**config.mk**
```make
export PLATFORM = sky130hd
export DESIGN_NAME = spi_rom_seq_reader
export DESIGN_NICKNAME = d
export VERILOG_FILES = /design/src/rtl/eer_pkg.sv /design/src/rtl/eer_half_timer.sv /design/src/rtl/eer_shifter.sv /design/src/rtl/spi_rom_seq_reader.sv
export SDC_FILE = /design/constraint.sdc
export NUM_CORES = 1
export LEC_CHECK = 0
export BUFFER_PORTS_ARGS = -buffer_cell sky130_fd_sc_hd__clkbuf_2
export CORE_ASPECT_RATIO = 0.8
export CORE_MARGIN = 8
export CORE_UTILIZATION = 63
export CTS_CLUSTER_DIAMETER = 50
export CTS_CLUSTER_SIZE = 10
export DETAILED_ROUTE_END_ITERATION = 6
export PLACE_DENSITY_LB_ADDON = 0.25
export SLEW_MARGIN = 20
export SYNTH_ARGS = -nofsm -noshare
export SYNTH_HDL_FRONTEND = slang
export SYNTH_SLANG_ARGS = --single-unit
```
**constraint.sdc**
```tcl
create_clock -name clk -period 4 [get_ports clk]
set_input_delay 0.4 -clock clk [delete_from_list [all_inputs] [get_ports clk]]
set_output_delay 0.4 -clock clk [all_outputs]
set_load 0.1 [all_outputs]
```
**src/rtl/eer_pkg.sv**
```systemverilog
package eer_pkg;
  typedef enum logic [1:0] {
    ST_PRE   = 2'd0,
    ST_IDLE  = 2'd1,
    ST_SHIFT = 2'd2,
    ST_GAP   = 2'd3
  } eer_state_t;

  localparam logic [7:0] OP_READ   = 8'h03;
  localparam logic [7:0] OP_STATUS = 8'h05;
  localparam int         BYTE_W    = 8;
endpackage

```
**src/rtl/eer_half_timer.sv**
```systemverilog
module eer_half_timer #(
  parameter int HALF_CYC = 5
) (
  input  logic clk,
  input  logic rst_n,
  input  logic en,
  output logic tick
);
  localparam int CW = (HALF_CYC > 1) ? $clog2(HALF_CYC) : 1;
  localparam logic [CW-1:0] LAST = CW'(HALF_CYC - 1);

  logic [CW-1:0] cnt_q, cnt_d;

  assign tick = en && (cnt_q == LAST);

  always_comb begin
    if (!en || tick) cnt_d = '0;
    else             cnt_d = cnt_q + 1'b1;
  end

  always_ff @(posedge clk or negedge rst_n) begin
    if (!rst_n) cnt_q <= '0;
    else        cnt_q <= cnt_d;
  end
endmodule

```
**src/rtl/eer_shifter.sv**
```systemverilog
module eer_shifter #(
  parameter int OUT_W = 16,
  parameter int IN_W  = 8
) (
  input  logic             clk,
  input  logic             rst_n,
  input  logic             load,
  input  logic [OUT_W-1:0] load_word,
  input  logic             shift_out,
  input  logic             sample,
  input  logic             sdi,
  output logic             sdo,
  output logic [IN_W-1:0]  rx_word
);
  logic [OUT_W-1:0] tx_q, tx_d;
  logic [IN_W-1:0]  rx_q, rx_d;

  assign sdo     = tx_q[OUT_W-1];
  assign rx_word = rx_q;

  always_comb begin
    tx_d = tx_q;
    if (load)           tx_d = load_word;
    else if (shift_out) tx_d = {tx_q[OUT_W-2:0], 1'b0};
    rx_d = rx_q;
    if (sample)         rx_d = {rx_q[IN_W-2:0], sdi};
  end

  always_ff @(posedge clk or negedge rst_n) begin
    if (!rst_n) begin
      tx_q <= '0;
      rx_q <= '0;
    end else begin
      tx_q <= tx_d;
      rx_q <= rx_d;
    end
  end
endmodule

```
**src/rtl/spi_rom_seq_reader.sv**
```systemverilog
module spi_rom_seq_reader
  import eer_pkg::*;
#(
  parameter int HALF_CYC = 5,
  parameter int CNT_W    = 9
) (
  input  logic             clk,
  input  logic             rst_n,
  input  logic             req_valid,
  input  logic             req_status,
  input  logic [7:0]       req_offset,
  input  logic [CNT_W-1:0] req_count,
  output logic             busy,
  output logic             rx_valid,
  output logic [7:0]       rx_data,
  output logic             cs_n,
  output logic             sck,
  output logic             mosi,
  input  logic             miso
);
  localparam int          FRAME_W  = 2 * BYTE_W;
  localparam logic [4:0]  RD_FIRST = 5'(FRAME_W);
  localparam logic [4:0]  RD_LAST  = 5'(FRAME_W + BYTE_W - 1);
  localparam logic [4:0]  ST_FIRST = 5'(BYTE_W);
  localparam logic [4:0]  ST_LAST  = 5'(2 * BYTE_W - 1);

  eer_state_t       state_q, state_d;
  logic             sck_q, sck_d;
  logic             cs_q, cs_d;
  logic [4:0]       bit_q, bit_d;
  logic [7:0]       addr_q, addr_d;
  logic [CNT_W-1:0] rem_q, rem_d;
  logic             stat_q, stat_d;
  logic [1:0]       pre_q, pre_d;
  logic             vld_q, vld_d;

  logic             tick, load, shift_out, sample, start;
  logic             sdo;
  logic [FRAME_W-1:0] load_word;
  logic [4:0]       first_rd, last_bit;

  assign first_rd  = stat_q ? ST_FIRST : RD_FIRST;
  assign last_bit  = stat_q ? ST_LAST  : RD_LAST;
  assign load_word = stat_d ? {OP_STATUS, 8'h00} : {OP_READ, addr_d};

  eer_half_timer #(.HALF_CYC(HALF_CYC)) u_timer (
    .clk   (clk),
    .rst_n (rst_n),
    .en    (state_q != ST_IDLE),
    .tick  (tick)
  );

  eer_shifter #(.OUT_W(FRAME_W), .IN_W(BYTE_W)) u_shift (
    .clk       (clk),
    .rst_n     (rst_n),
    .load      (load),
    .load_word (load_word),
    .shift_out (shift_out),
    .sample    (sample),
    .sdi       (miso),
    .sdo       (sdo),
    .rx_word   (rx_data)
  );

  always_comb begin
    state_d   = state_q;
    sck_d     = sck_q;
    cs_d      = cs_q;
    bit_d     = bit_q;
    addr_d    = addr_q;
    rem_d     = rem_q;
    stat_d    = stat_q;
    pre_d     = pre_q;
    vld_d     = 1'b0;
    shift_out = 1'b0;
    sample    = 1'b0;
    start     = 1'b0;
    case (state_q)
      ST_PRE: begin
        if (tick) begin
          sck_d = ~sck_q;
          pre_d = pre_q + 2'd1;
          if (pre_q == 2'd3) state_d = ST_IDLE;
        end
      end
      ST_IDLE: begin
        if (req_valid) begin
          if (req_status) begin
            stat_d = 1'b1;
            rem_d  = CNT_W'(1);
            addr_d = 8'h00;
            start  = 1'b1;
          end else if (req_count != '0) begin
            stat_d = 1'b0;
            rem_d  = req_count;
            addr_d = req_offset;
            start  = 1'b1;
          end
        end
      end
      ST_SHIFT: begin
        if (tick) begin
          if (!sck_q) begin
            sck_d = 1'b1;
            if (bit_q >= first_rd) sample = 1'b1;
          end else begin
            sck_d = 1'b0;
            if (bit_q == last_bit) begin
              cs_d    = 1'b1;
              vld_d   = 1'b1;
              state_d = ST_GAP;
            end else begin
              bit_d     = bit_q + 5'd1;
              shift_out = 1'b1;
            end
          end
        end
      end
      ST_GAP: begin
        if (tick) begin
          if (rem_q == CNT_W'(1)) begin
            state_d = ST_IDLE;
          end else begin
            rem_d  = rem_q - CNT_W'(1);
            addr_d = addr_q + 8'd1;
            start  = 1'b1;
          end
        end
      end
      default: state_d = ST_IDLE;
    endcase
    if (start) begin
      state_d = ST_SHIFT;
      cs_d    = 1'b0;
      sck_d   = 1'b0;
      bit_d   = '0;
    end
    load = start;
  end

  always_ff @(posedge clk or negedge rst_n) begin
    if (!rst_n) begin
      state_q <= ST_PRE;
      sck_q   <= 1'b0;
      cs_q    <= 1'b1;
      bit_q   <= '0;
      addr_q  <= '0;
      rem_q   <= '0;
      stat_q  <= 1'b0;
      pre_q   <= '0;
      vld_q   <= 1'b0;
    end else begin
      state_q <= state_d;
      sck_q   <= sck_d;
      cs_q    <= cs_d;
      bit_q   <= bit_d;
      addr_q  <= addr_d;
      rem_q   <= rem_d;
      stat_q  <= stat_d;
      pre_q   <= pre_d;
      vld_q   <= vld_d;
    end
  end

  assign busy     = (state_q != ST_IDLE);
  assign rx_valid = vld_q;
  assign cs_n     = cs_q;
  assign sck      = sck_q;
  assign mosi     = sdo & ~cs_q;
endmodule

```
Yosys cells after proc, flatten, opt, wreduce, memory -nomap -nowiden
Cells that the tools add are included.
Word-level totals
  bits of input ports: 22
  register bits: 57
  output and inout bits: 13
Cells by class
  bitwise operators: 3
  magnitude comparators: 1
  equality and inequality tests: 20
  add/sub/neg operators: 5
  mux-type cells: 64
  reductions and logical operators: 19
Operators by type and width (number)
  $mux 9: 5
  $mux 8: 5
  $mux 5: 7
  $mux 16: 2
  $mux 1: 30
  $pmux 9 s2: 1
  $mux 2: 8
  $pmux 8 s2: 1
  $ne 3x3->1 const B: 5
  $reduce_bool 2->1: 6
  $mux 11: 1
  $eq 9x1->1 const B: 1
  $ne 3x2->1 const B: 3
  $reduce_bool 9->1: 1
  $sub 9x1->9 const B: 1
  $add 8x1->8 const B: 1
  $reduce_and 4->1: 2
  $reduce_and 8->1: 1
  $eq 2x2->1 const B: 3
  $ne 2x2->1 const B: 3
  $pmux 2 s3: 1
  $add 5x1->5 const B: 1
  $eq 5x5->1: 1
  $ge 5x5->1: 1
  18 further kinds: 21

Depth between registers and ports, before layout
  depth in word-level cells: 8
  mapped depth: 9
  depth with buffers taken out: 7

Hierarchy
A second synthesis with hierarchy kept.
Unflattened totals
  cell total of the unflattened synthesis: 324
  area, all modules: 3156.8 um2
Modules (own cells, without submodules)
  spi_rom_seq_reader: times used 1, area each 1968.1 um2, cells an instance 223
  eer_shifter: times used 1, area each 1037.2 um2, cells an instance 86
  eer_half_timer: times used 1, area each 151.4 um2, cells an instance 15

Worst setup path after synthesis
OpenSTA, ideal clock, no wires.
  path kind: flip-flop to flip-flop
  start point: reg with a tool-made name
  end point: reg u_shift.tx_q[7]
  data arrival time: 2469 ps
  path buffers: 2
  setup slack: 1454 ps
  cell stages (with the launch flop): 8
  cells stage by stage: dfrtp_1 -> clkbuf_1 -> nand2b_1 -> clkbuf_1 -> and4_1 -> a32oi_1 -> a31o_2 -> a21oi_1
RTL lines
  end signal, assigned: RTL line eer_shifter.sv:34  | tx_q <= tx_d;
  end, declared: RTL line eer_shifter.sv:15  | logic [OUT_W-1:0] tx_q, tx_d;

==> impl_metrics.xml <==
<?xml version="1.0" encoding="UTF-8"?>
<metrics>
  <group name="global_route">
    <metric name="grt_pass1_vias" unit="">2442</metric>
    <metric name="overall_routing_resource_usage" unit="%">19.9</metric>
    <metric name="overflow" unit="">0</metric>
    <metric name="grt_start_max_net_pins" unit="">58</metric>
    <metric name="grt_antenna_before_repair" unit="">0</metric>
    <metric name="grt_pass1_wl" unit="mm">11.7</metric>
  </group>
  <group name="setup_path">
    <metric name="cp.arrival" unit="ns">2.91</metric>
    <metric name="worstPathMaxFanout" unit="">18</metric>
    <metric name="critical_path_required" unit="ns">4.23</metric>
    <metric name="worst-setup-path-type" unit="">reg -&gt; reg</metric>
    <metric name="worst_path_most_repeated_cell" unit="">sky130_fd_sc_hd__nand2_1</metric>
    <metric name="crit_path_cell_trace" unit="">nand2_1, a211o_1, nand2_1, o21ai_0, a22o_1</metric>
    <metric name="worst_setup_path_start_kind" unit="">flop</metric>
    <metric name="end_kind" unit="">flop</metric>
    <metric name="timing.critical_path.slowest_stage_cell" unit="">sky130_fd_sc_hd__dfrtp_1</metric>
    <metric name="r2r_worst_path_depth" unit="">5</metric>
    <metric name="cpPeakStageDelay" unit="ns">0.63</metric>
  </group>
  <group name="place">
    <metric name="dp_slack" unit="ns">1.38</metric>
    <metric name="placedCellCount" unit="">401</metric>
    <metric name="placer_congestion_estimate" unit="">0.880</metric>
    <metric name="hpwl_detailed" unit="mm">4.89</metric>
    <metric name="post_dp_cell_area" unit="um^2">3240</metric>
    <metric name="port-buffer-count" unit="">34</metric>
  </group>
  <group name="final_layout">
    <metric name="mostFrequentLayoutCells" unit="">56 x sky130_fd_sc_hd__dfrtp_1, 39 x sky130_fd_sc_hd__nand2_1, 34 x sky130_fd_sc_hd__clkbuf_2</metric>
    <metric name="final-instance-count-excl-fill" unit="">417</metric>
    <metric name="stdcell_area" unit="um^2">3470</metric>
    <metric name="flow.area_growth_from_synthesis" unit="%">13.5</metric>
    <metric name="final_common_cell" unit="">sky130_fd_sc_hd__dfrtp_1</metric>
    <metric name="final_layout_size_suffix_gt1_share" unit="%">20.7</metric>
    <metric name="multi_input_area" unit="um^2">1510</metric>
    <metric name="antenna-diode-count" unit="">0</metric>
    <metric name="filler_cell_count" unit="">333</metric>
    <metric name="num-nets-final" unit="">384</metric>
    <metric name="sequential_cell_area" unit="um^2">1430</metric>
  </group>
  <group name="clock_network">
    <metric name="cts_root_buf" unit="">sky130_fd_sc_hd__clkbuf_8</metric>
    <metric name="hold_buffers" unit="">0</metric>
    <metric name="clock_latency" unit="ns">0.34</metric>
    <metric name="post_cts.resized_instances" unit="">0</metric>
    <metric name="cts_buffers" unit="">9</metric>
    <metric name="cts.clk_slew.worst_paths" unit="ns">0.07</metric>
    <metric name="postCtsSetupBuffers" unit="">0</metric>
    <metric name="ctsHtreeMaxLevel" unit="">3</metric>
    <metric name="clock-sinks" unit="">57</metric>
    <metric name="tritoncts" unit="">done</metric>
    <metric name="cts_max_path_buffers" unit="">2</metric>
  </group>
  <group name="die">
    <metric name="die_width" unit="um">93.9</metric>
    <metric name="floorplan.initialDensity" unit="%">66.1</metric>
    <metric name="die_area" unit="um^2">7350</metric>
    <metric name="standard_cell_rows" unit="">22</metric>
    <metric name="placeableCoreArea" unit="um^2">4620</metric>
    <metric name="dieHeight" unit="um">78.3</metric>
    <metric name="boundaryPins" unit="">35</metric>
  </group>
  <group name="sta">
    <metric name="setup-violations-final" unit="">0</metric>
    <metric name="fin_skew" unit="ns">0.00820</metric>
    <metric name="period_share" unit="%">67.0</metric>
    <metric name="final_critical_path_setup_slack" unit="ns">1.32</metric>
    <metric name="finalHoldViolations" unit="">0</metric>
    <metric name="summed_negative_setup_slack_over_all_endpoints" unit="ns">0</metric>
    <metric name="clock.fmax" unit="MHz">373</metric>
    <metric name="slew_violations" unit="">0</metric>
    <metric name="worst_pin_slew" unit="ns">0.837</metric>
    <metric name="timing.slew.headroom" unit="%">43.7</metric>
    <metric name="unrepaired_setup_endpoints_after_global_routing" unit="">no</metric>
    <metric name="worst_hold_slack_after_final_layout" unit="ns">0.192</metric>
    <metric name="min_period" unit="ns">2.68</metric>
  </group>
  <group name="routing">
    <metric name="wirelength" unit="mm">6.98</metric>
    <metric name="drt_pre_antenna_iters" unit="">5</metric>
    <metric name="drc" unit="">0</metric>
    <metric name="ant_nets" unit="">0</metric>
    <metric name="route.detailed.vias_per_inst" unit="">6.34</metric>
    <metric name="vias" unit="">2644</metric>
    <metric name="detail_route.wl_per_cell" unit="um">16.7</metric>
    <metric name="detailedRoute.firstIterationViolations" unit="">209</metric>
  </group>
  <group name="synth">
    <metric name="synth_warnings" unit="">0</metric>
    <metric name="ys_ff_latch" unit="">57</metric>
    <metric name="post_synth_instance_area" unit="um^2">3060</metric>
    <metric name="ys_async_sr_fraction" unit="%">100</metric>
    <metric name="synth_enable_flop_cells" unit="">0</metric>
    <metric name="dominantRegCellSynth" unit="">sky130_fd_sc_hd__dfrtp_1</metric>
    <metric name="synth-seq-area-share" unit="%">46.7</metric>
    <metric name="synth_cell_types" unit="">57</metric>
    <metric name="netlist.top_cell.by_area" unit="">sky130_fd_sc_hd__dfrtp_1</metric>
    <metric name="yosys.area.top_type_share" unit="%">45.9</metric>
    <metric name="post_synth_main_area_contributors" unit="">sky130_fd_sc_hd__dfrtp_1 46%, sky130_fd_sc_hd__nand2_1 4.8%, sky130_fd_sc_hd__ha_1 4.1%</metric>
    <metric name="avgSynthCellArea" unit="um^2">9.55</metric>
    <metric name="netlist_instances" unit="">320</metric>
    <metric name="mappedNetlistNets" unit="">352</metric>
  </group>
  <group name="hold_path">
    <metric name="hold_class" unit="">in -&gt; async</metric>
  </group>
  <group name="pwr">
    <metric name="power.ir.vdd_worst" unit="mV">0.455</metric>
    <metric name="power_density" unit="nW/um^2">356</metric>
    <metric name="cellLeakagePower" unit="nW">1.68</metric>
  </group>
  <group name="flow_run">
    <metric name="max_cap_viol_count" unit="">0</metric>
  </group>
  <group name="status">
    <metric name="run_status" unit="">completed</metric>
  </group>
</metrics>
synth_stat cells (all sizes together), types with 3 or more instances:
library cell / number
dfrtp: 56
nand2: 39
nor2: 27
o21ai: 26
a21oi: 23
inv: 14
clkbuf: 10
ha: 10
mux2: 9
nand3: 9
a31oi: 7
nand4: 6
and3: 5
buf: 4
nor3: 4
nor4: 4
a211oi: 3
a22o: 3
a22oi: 3
a31o: 3
a41oi: 3
and2: 3
nor2b: 3
o22ai: 3
o31ai: 3
or3: 3
xnor2: 3
xor2: 3
metrics by stage:
stage	total power [mW]	util, %
after global routing	1.28	75.0
after floorplan	0.606	-
after global placement	0.635	70.0
after CTS	1.25	75.0
after detailed placement	0.635	70.0
final	1.24	75.0
worst max-delay path: cells and delay by family (launching register included):
kind / cells / cell delay (ns)
AO/OA/AOI/OAI: 3 / 0.93
flip-flops: 1 / 0.63
AND/OR/NAND/NOR: 2 / 1.00
path summary, 6_finish.rpt:
| path | start | to | slack (ns) |
|---|---|---|---|
| max | flop | rem_q[4] | 1.32 |
| min | rst_n | u_shift.rx_word[3] | 0.19 |
| max reg2reg | flop | rem_q[4] | 1.32 |
| min reg2reg | u_shift.tx_q[14] | u_shift.tx_q[15] | 0.49 |
| max in group asynchronous | rst_n | u_timer.cnt_q[0] | 3.34 |
| min in group clk | req_offset[4] | addr_q[4] | 0.28 |
flip-flops by register name, indices dropped and copies added (netlist names), named ones only:
signal,cells
u_shift.tx_q,16
rem_q,9
addr_q,8
u_shift.rx_word,8
bit_q,5
u_timer.cnt_q,3
pre_q,2
cs_n,1
rx_valid,1
sck,1
stat_q,1
state_q,1
logic make-up (layout without fill, tap and decap cells):
| logic type | after synthesis | count (layout) | share of synthesized area [%] |
|---|---|---|---|
| compound gates | 93 | 93 | 20.3 |
| flops | 57 | 57 | 46.7 |
| simple gates | 116 | 116 | 19.5 |
| xor+xnor | 6 | 6 | 1.72 |
| mux | 10 | 10 | 3.64 |
| fa+ha+maj | 10 | 10 | 4.10 |
| buf+inv | 28 | 65 | 3.97 |
where the power goes:
group | leakage (nW) | switching, mW | total (mW) | internal [mW]
Clock | 0.115 | 0.228 | 0.610 | 0.382
Combinational | 0.843 | 0.0294 | 0.0427 | 0.0134
Sequential | 0.723 | 0.00303 | 0.582 | 0.579
per-layer routing:
layer  part of all wire, %  GRT usage (%)  vias up
li1                      -              -     1231
met1                    43           26.9     1265
met2                    45           29.3      135
met3                    10           6.37       13
met4                   1.4           7.27        0
met5                     0              0        -
layout make-up:
cell class / count / area share (%)
timing repair buffer: 35 / 5.12
tap: 60 / 2.16
clock inverter: 5 / 2.24
multi-input combinational: 235 / 43.4
sequential: 57 / 41.2
inverter: 14 / 1.52
clock buffer: 11 / 4.37
No activity file was read; power rests on OpenSTA's default activity.
